--- src/rtl/serchan_pkg.sv ---
package serchan_pkg;
  localparam int ADDR_W = 6;
  localparam int DATA_W = 8;

  localparam logic [ADDR_W-1:0] OFF_MODE  = 6'h00;
  localparam logic [ADDR_W-1:0] OFF_STAT  = 6'h04;
  localparam logic [ADDR_W-1:0] OFF_CMD   = 6'h08;
  localparam logic [ADDR_W-1:0] OFF_DATA  = 6'h0C;
  localparam logic [ADDR_W-1:0] OFF_INT   = 6'h14;
  localparam logic [ADDR_W-1:0] OFF_BAUD1 = 6'h18;
  localparam logic [ADDR_W-1:0] OFF_BAUD2 = 6'h1C;

  typedef enum logic [2:0] {
    RD_NONE, RD_MODE, RD_STAT, RD_RX, RD_INT, RD_BAUD1, RD_BAUD2
  } rdSel_t;

  typedef struct packed {
    logic wrMode;
    logic wrTx;
    logic wrImr;
    logic rdRx;
    logic rstPtr;
    logic rstRx;
    logic rstTx;
    logic rstErr;
    logic clrBrk;
    logic brkOn;
    logic brkOff;
    logic txOn;
    logic txOff;
    logic rxOn;
    logic rxOff;
  } strobe_t;
endpackage

--- src/rtl/serchan_ctrl.sv ---
module serchan_ctrl
  import serchan_pkg::*;
(
  input  logic              busSel,
  input  logic              busWr,
  input  logic [ADDR_W-1:0] busAddr,
  input  logic [DATA_W-1:0] busWdata,
  output strobe_t           stb,
  output rdSel_t            rdSel
);
  logic wrAcc, rdAcc, wrCmd;
  logic [2:0] miscCode;
  logic [1:0] txCode, rxCode;

  assign wrAcc    = busSel && busWr;
  assign rdAcc    = busSel && !busWr;
  assign wrCmd    = wrAcc && (busAddr == OFF_CMD);
  assign miscCode = busWdata[6:4];
  assign txCode   = busWdata[3:2];
  assign rxCode   = busWdata[1:0];

  always_comb begin
    stb        = '0;
    stb.wrMode = wrAcc && (busAddr == OFF_MODE);
    stb.wrTx   = wrAcc && (busAddr == OFF_DATA);
    stb.wrImr  = wrAcc && (busAddr == OFF_INT);
    stb.rdRx   = rdAcc && (busAddr == OFF_DATA);
    if (wrCmd) begin
      stb.rstPtr = (miscCode == 3'd1);
      stb.rstRx  = (miscCode == 3'd2);
      stb.rstTx  = (miscCode == 3'd3);
      stb.rstErr = (miscCode == 3'd4);
      stb.clrBrk = (miscCode == 3'd5);
      stb.brkOn  = (miscCode == 3'd6);
      stb.brkOff = (miscCode == 3'd7);
      stb.txOn   = (txCode == 2'd1);
      stb.txOff  = (txCode == 2'd2);
      stb.rxOn   = (rxCode == 2'd1);
      stb.rxOff  = (rxCode == 2'd2);
    end
  end

  always_comb begin
    case (busAddr)
      OFF_MODE:  rdSel = RD_MODE;
      OFF_STAT:  rdSel = RD_STAT;
      OFF_DATA:  rdSel = RD_RX;
      OFF_INT:   rdSel = RD_INT;
      OFF_BAUD1: rdSel = RD_BAUD1;
      OFF_BAUD2: rdSel = RD_BAUD2;
      default:   rdSel = RD_NONE;
    endcase
  end
endmodule

--- src/rtl/serchan_dp.sv ---
module serchan_dp
  import serchan_pkg::*;
#(
  parameter logic [DATA_W-1:0] BAUD1 = 8'h00,
  parameter logic [DATA_W-1:0] BAUD2 = 8'h00,
  parameter int                MODE_N = 2
) (
  input  logic              clk,
  input  logic              rstN,
  input  strobe_t           stb,
  input  rdSel_t            rdSel,
  input  logic              busSel,
  input  logic [DATA_W-1:0] busWdata,
  output logic [DATA_W-1:0] busRdata,
  input  logic              rxAvail,
  input  logic              rxFull,
  input  logic [DATA_W-1:0] rxData,
  input  logic [3:0]        errFlags,
  input  logic              breakEvt,
  output logic              rxPop,
  output logic              rxFlush,
  output logic              rxEnable,
  output logic              errClr,
  output logic [DATA_W-1:0] txData,
  output logic              txValid,
  input  logic              txReady,
  output logic              txBreak,
  output logic              irq
);
  localparam int PTR_W = (MODE_N > 1) ? $clog2(MODE_N) : 1;

  logic [DATA_W-1:0] modeReg [MODE_N];
  logic [PTR_W-1:0]  modePtr;
  logic [DATA_W-1:0] txHold, imrReg;
  logic              txEn, txEmpty, rxEn, brkChg, brkLine;
  logic [DATA_W-1:0] statByte, isrByte;
  logic              txTaken;

  assign txTaken = txValid && txReady;

  for (genvar g = 0; g < MODE_N; g++) begin : gMode
    always_ff @(posedge clk) begin
      if (!rstN)
        modeReg[g] <= '0;
      else if (stb.wrMode && (modePtr == PTR_W'(g)))
        modeReg[g] <= busWdata;
    end
  end

  always_ff @(posedge clk) begin
    if (!rstN) begin
      modePtr <= '0;
      txHold  <= '0;
      imrReg  <= '0;
      txEn    <= 1'b0;
      txEmpty <= 1'b1;
      rxEn    <= 1'b0;
      brkChg  <= 1'b0;
      brkLine <= 1'b0;
    end else begin
      if (stb.rstPtr) modePtr <= '0;
      else if (stb.wrMode) modePtr <= PTR_W'(MODE_N - 1);
      if (stb.wrImr) imrReg <= busWdata;
      // transmit holding state
      if (txTaken) txEmpty <= 1'b1;
      if (stb.wrTx) begin
        txHold  <= busWdata;
        txEmpty <= 1'b0;
      end
      // command fields: housekeeping, then transmitter, then receiver
      if (stb.rstTx) begin
        txEn    <= 1'b0;
        txEmpty <= 1'b1;
      end
      if (stb.rstRx) rxEn <= 1'b0;
      if (stb.clrBrk) brkChg <= 1'b0;
      if (breakEvt) brkChg <= 1'b1;
      if (stb.brkOn) brkLine <= 1'b1;
      if (stb.brkOff) brkLine <= 1'b0;
      if (stb.txOn) txEn <= 1'b1;
      if (stb.txOff) txEn <= 1'b0;
      if (stb.rxOn) rxEn <= 1'b1;
      if (stb.rxOff) rxEn <= 1'b0;
    end
  end

  assign statByte = {errFlags, txEmpty, txEn, rxFull, rxAvail};
  assign isrByte  = {5'b0, brkChg, (modeReg[0][6] ? rxFull : rxAvail), txEn};

  always_comb begin
    busRdata = '0;
    if (busSel) begin
      case (rdSel)
        RD_MODE:  busRdata = modeReg[modePtr];
        RD_STAT:  busRdata = statByte;
        RD_RX:    busRdata = rxAvail ? rxData : '0;
        RD_INT:   busRdata = isrByte;
        RD_BAUD1: busRdata = BAUD1;
        RD_BAUD2: busRdata = BAUD2;
        default:  busRdata = '0;
      endcase
    end
  end

  assign rxPop    = stb.rdRx && rxAvail;
  assign rxFlush  = stb.rstRx;
  assign errClr   = stb.rstErr;
  assign rxEnable = rxEn;
  assign txData   = txHold;
  assign txValid  = txEn && !txEmpty;
  assign txBreak  = brkLine;
  assign irq      = |(isrByte & imrReg);

  AST_PTR_ADVANCE: assert property (@(posedge clk) disable iff (!rstN)
    stb.wrMode |=> (modePtr == PTR_W'(MODE_N - 1)));
  AST_TX_WRITE_CLEARS: assert property (@(posedge clk) disable iff (!rstN)
    stb.wrTx && !stb.rstTx |=> !statByte[3]);
  AST_TX_SENT: assert property (@(posedge clk) disable iff (!rstN)
    txValid && txReady && !stb.wrTx |=> !txValid);
  AST_TX_HOLD: assert property (@(posedge clk) disable iff (!rstN)
    txValid && !txReady && !stb.wrTx && !stb.rstTx && !stb.txOff
    |=> txValid && $stable(txData));
  AST_IRQ_MASKED: assert property (@(posedge clk) disable iff (!rstN)
    (imrReg == '0) |-> !irq);
  AST_RX_RESET: assert property (@(posedge clk) disable iff (!rstN)
    stb.rstRx && !stb.rxOn |=> !rxEnable);
  AST_TX_RESET: assert property (@(posedge clk) disable iff (!rstN)
    stb.rstTx && !stb.txOn |=> !txValid && !isrByte[0]);
endmodule

--- src/rtl/serchan_regs.sv ---
module serchan_regs
  import serchan_pkg::*;
#(
  parameter logic [7:0] BAUD1 = 8'h00,
  parameter logic [7:0] BAUD2 = 8'h00
) (
  input  logic       clk,
  input  logic       rstN,
  input  logic       busSel,
  input  logic       busWr,
  input  logic [5:0] busAddr,
  input  logic [7:0] busWdata,
  output logic [7:0] busRdata,
  input  logic       rxAvail,
  input  logic       rxFull,
  input  logic [7:0] rxData,
  input  logic [3:0] errFlags,
  input  logic       breakEvt,
  output logic       rxPop,
  output logic       rxFlush,
  output logic       rxEnable,
  output logic       errClr,
  output logic [7:0] txData,
  output logic       txValid,
  input  logic       txReady,
  output logic       txBreak,
  output logic       irq
);
  strobe_t stb;
  rdSel_t  rdSel;

  serchan_ctrl uCtrl (
    .busSel   (busSel),
    .busWr    (busWr),
    .busAddr  (busAddr),
    .busWdata (busWdata),
    .stb      (stb),
    .rdSel    (rdSel)
  );

  serchan_dp #(.BAUD1(BAUD1), .BAUD2(BAUD2), .MODE_N(2)) uDp (
    .clk      (clk),
    .rstN     (rstN),
    .stb      (stb),
    .rdSel    (rdSel),
    .busSel   (busSel),
    .busWdata (busWdata),
    .busRdata (busRdata),
    .rxAvail  (rxAvail),
    .rxFull   (rxFull),
    .rxData   (rxData),
    .errFlags (errFlags),
    .breakEvt (breakEvt),
    .rxPop    (rxPop),
    .rxFlush  (rxFlush),
    .rxEnable (rxEnable),
    .errClr   (errClr),
    .txData   (txData),
    .txValid  (txValid),
    .txReady  (txReady),
    .txBreak  (txBreak),
    .irq      (irq)
  );
endmodule

--- config.mk ---
export PLATFORM = sky130hd
export DESIGN_NAME = serchan_regs
export DESIGN_NICKNAME = d
export VERILOG_FILES = /design/src/rtl/serchan_pkg.sv /design/src/rtl/serchan_ctrl.sv /design/src/rtl/serchan_dp.sv /design/src/rtl/serchan_regs.sv
export SDC_FILE = /design/constraint.sdc
export NUM_CORES = 1
export LEC_CHECK = 0
export BUFFER_PORTS_ARGS = -buffer_cell sky130_fd_sc_hd__buf_2
export CAP_MARGIN = 20
export CORE_ASPECT_RATIO = 1.4
export CORE_MARGIN = 1
export CORE_UTILIZATION = 46
export CTS_BUF_LIST = sky130_fd_sc_hd__clkbuf_4 sky130_fd_sc_hd__clkbuf_8 sky130_fd_sc_hd__clkbuf_16
export CTS_CLUSTER_DIAMETER = 150
export DETAILED_ROUTE_END_ITERATION = 6
export PLACE_DENSITY = 0.75
export SYNTH_ARGS = -nofsm -noshare
export SYNTH_HDL_FRONTEND = slang
export SYNTH_SLANG_ARGS = --single-unit
export TNS_END_PERCENT = 100
--- constraint.sdc ---
create_clock -name clk -period 5.1 [get_ports clk]
set_input_delay 0.51 -clock clk [delete_from_list [all_inputs] [get_ports clk]]
set_output_delay 0.51 -clock clk [all_outputs]
set_load 0.005 [all_outputs]
==> reports/results.txt <==
status: completed
final instance area: 2150 um2
total core area: 3640 um2
total negative slack: 0 ns
gpl congestion: 0.826
Worst Setup End Kind: output port
final setup fails: 0
number of global-route vias before repair: 1322
WP data arrival: 2.25 ns
multiplexer share of the synthesized area: 0.117
Clock transition at path regs: 0.07 ns
Area contributors post-synth: edfxtp_1 28%, dfxtp_1 21%, mux2_2 7.1%, and2_1 5.4%, mux2i_1 4.6%
Synth Area in Adders: 0
I/O pin cnt: 57
post-CTS setup buffers: 0
DRC viols: 0
complex-gate fraction of the synthesized area: 0.126
Worst VDD drop: 0.252 mV
worst hold-check path type: reg -> reg
Final Max Tran Viols: 0
DRT antenna net count: 0
Clock Tree Root: clkbuf_8
Least-Margin Pin Slew: 1.07 ns
wire length per cell: 14.4 um
GR Util All Layers: 0.209
First-pass DRT Iterations: 5
final clock skew: 0.00187 ns
DP Area: 2040 um2
Fin. Hold Viols: 0
buffer depth of the longest clock path: 2
Ys Warns: 0
Post-Synth XOR/XNOR Area: 0
Row Count: 26
top post-synthesis cells by count: 18 x dfxtp_1, 17 x nor2_1, 16 x edfxtp_1, 15 x and2_1, 11 x mux2_2
final worst path period need: 2.76 ns
simple-gate area share of the yosys netlist: 0.242
clock latency on the worst-skew pair: 0.29 ns
vias post-DR: 1539
CTS Buf Count: 5
Async SR Flop Fraction: 0
area share of the largest cell type after synthesis: 0.276
sequential share of power: 0.509
Cell Count, Final, Fillers Out: 271
Net Sw Power: 0.123 mW
Worst setup SP type: input port
count leader, synth: dfxtp_1
die area: 4030 um2
largest net degree at the start of global routing: 18
clock sink count: 34
Max-slew headroom: 0.278
Mapped Cells: 170
Pint: 0.451 mW
Antenna Cells: 0
Fmax: 362 MHz
maxcap violations: 0
Max Fanout on Critical Path: 7
hold_buf cts: 0
largest family of logic cells by synthesized area: simple AND/OR/NAND/NOR gates
die width: 54.0 um
Post-Place Cells: 263
Vert. Die Dim: 74.7 um
syn avg cell area: 10.2 um2
Cell Pwr Density: 267 nW/um2
Synth cell types: 37
Worst EP required: 4.59 ns
sequential fraction of the synthesis area: 0.484
layout cells sized above 1: 0.358
Post-synth EDFFs: 16
DRT iter0 DRCs: 57
initial antenna violation count: 0
dominant cell type by area after synthesis: edfxtp_1
final worst path period share: 0.541
GRT overflow: 0
Post-layout nets: 262
dpl hpwl: 2.94 mm
PostCTS Resize Cnt: 0
WS Path Type: in -> out
Port-buffer cells: 56
area grow syn2layout: 23.8%
global-route wire length before repair: 5.90 mm
htree depth: 2
final core utilization: 0.591
post-synthesis cell area: 1740 um2
Clock power frac: 0.415
Detailed Route WL: 3.89 mm
combinational power share: 0.075
TritonCTS clock tree: done
switching part of the total: 0.214
Primary FF master, synth: dfxtp_1
vias per cell: 5.68
RSZ-0062 raised after global routing: false
starting density of the core: 0.477
synthesis-stage register bit count: 34
Post-Syn Nets: 204
Leak: 0.858 nW
## per-layer routing
| layer | vias up | global-route usage | routed length, um |
|---|---|---|---|
| met2 | 61 | 0.359 | 2000 |
| li1 | 754 | - | - |
| met1 | 718 | 0.242 | 1600 |
| met3 | 6 | 0.0424 | 231 |
| met5 | - | 0 | 0 |
| met4 | 0 | 0.0965 | 64 |
## worst max-delay path: stages
cell,delay [ns]
buf_2,0.15
or4_1,0.70
nor2_1,0.41
a22oi_1,0.14
a31oi_1,0.20
buf_2,0.14
## sequential cells by signal, indices dropped and copies added (netlist names), named ones only
signal and cells:
uDp.modePtr 1, uDp.txEn 1, uDp.txData 8, uDp.brkChg 1, uDp.txBreak 1, uDp.txEmpty 1
uDp.modeReg 16, uDp.imrReg 3, uDp.rxEnable 1
## cell type report
type	instances	area, um2
clock buffers	5	68.8
repair buffers	56	280
flip-flops and latches	34	841
well taps	42	52.6
fillers	340	1490
clock inverters	3	40.0
multi-input cells	124	843
inverters	7	26.3
## cells in the final DEF, fill, tap and decap left out, types with 3 or more instances in the layout
master     n
mux2i_1    8
nor3_1     3
edfxtp_1  16
inv_1      6
clkbuf_8   5
a22oi_1    4
and2_1    15
nand2_1    9
dfxtp_1   18
nand3_1   10
o21ai_0    8
nor2b_1    4
a222oi_1   6
nor2_1    17
buf_2     56
a21oi_1    5
mux2_2    11
## kinds of logic (layout without fill, tap and decap cells)
kind of cell / Yosys count / after routing
AND/OR/NAND/NOR: 74 / 74
buffers and inverters: 12 / 71
flip-flops: 34 / 34
multiplexers: 19 / 19
AO/OA/AOI/OAI: 31 / 31
## metrics by stage
stage	hold slack [ns]	setup WS, ns	power [mW]
2_1_floorplan	0.435	2.87	0.316
3_3_place_gp	0.444	2.40	0.341
3_5_place_dp	0.455	2.38	0.342
4_1_cts	0.463	2.37	0.581
5_1_grt	0.482	2.24	0.595
6_report	0.462	2.34	0.575
## path summary, 6_finish.rpt
path / from / to / slack [ns] / depth (start not counted)
hold / removal: uDp.imrReg[1] / uDp.imrReg[1] / 0.46 / 2
setup / recovery: busAddr[4] / busRdata[0] / 2.34 / 6
setup reg to reg: uDp.modePtr / uDp.modeReg[1][5] / 3.41 / 2
hold reg to reg: uDp.imrReg[1] / uDp.imrReg[1] / 0.46 / 2
## power by group through the flow
stage	logic, mW	registers [mW]	clock network, mW
2_1_floorplan	0.0184	0.297	0
3_3_place_gp	0.0424	0.299	0
3_5_place_dp	0.0430	0.299	0
4_1_cts	0.0431	0.293	0.245
5_1_grt	0.0474	0.293	0.254
6_report	0.0432	0.293	0.239
Note: power is estimated with default switching activity, not from simulation.
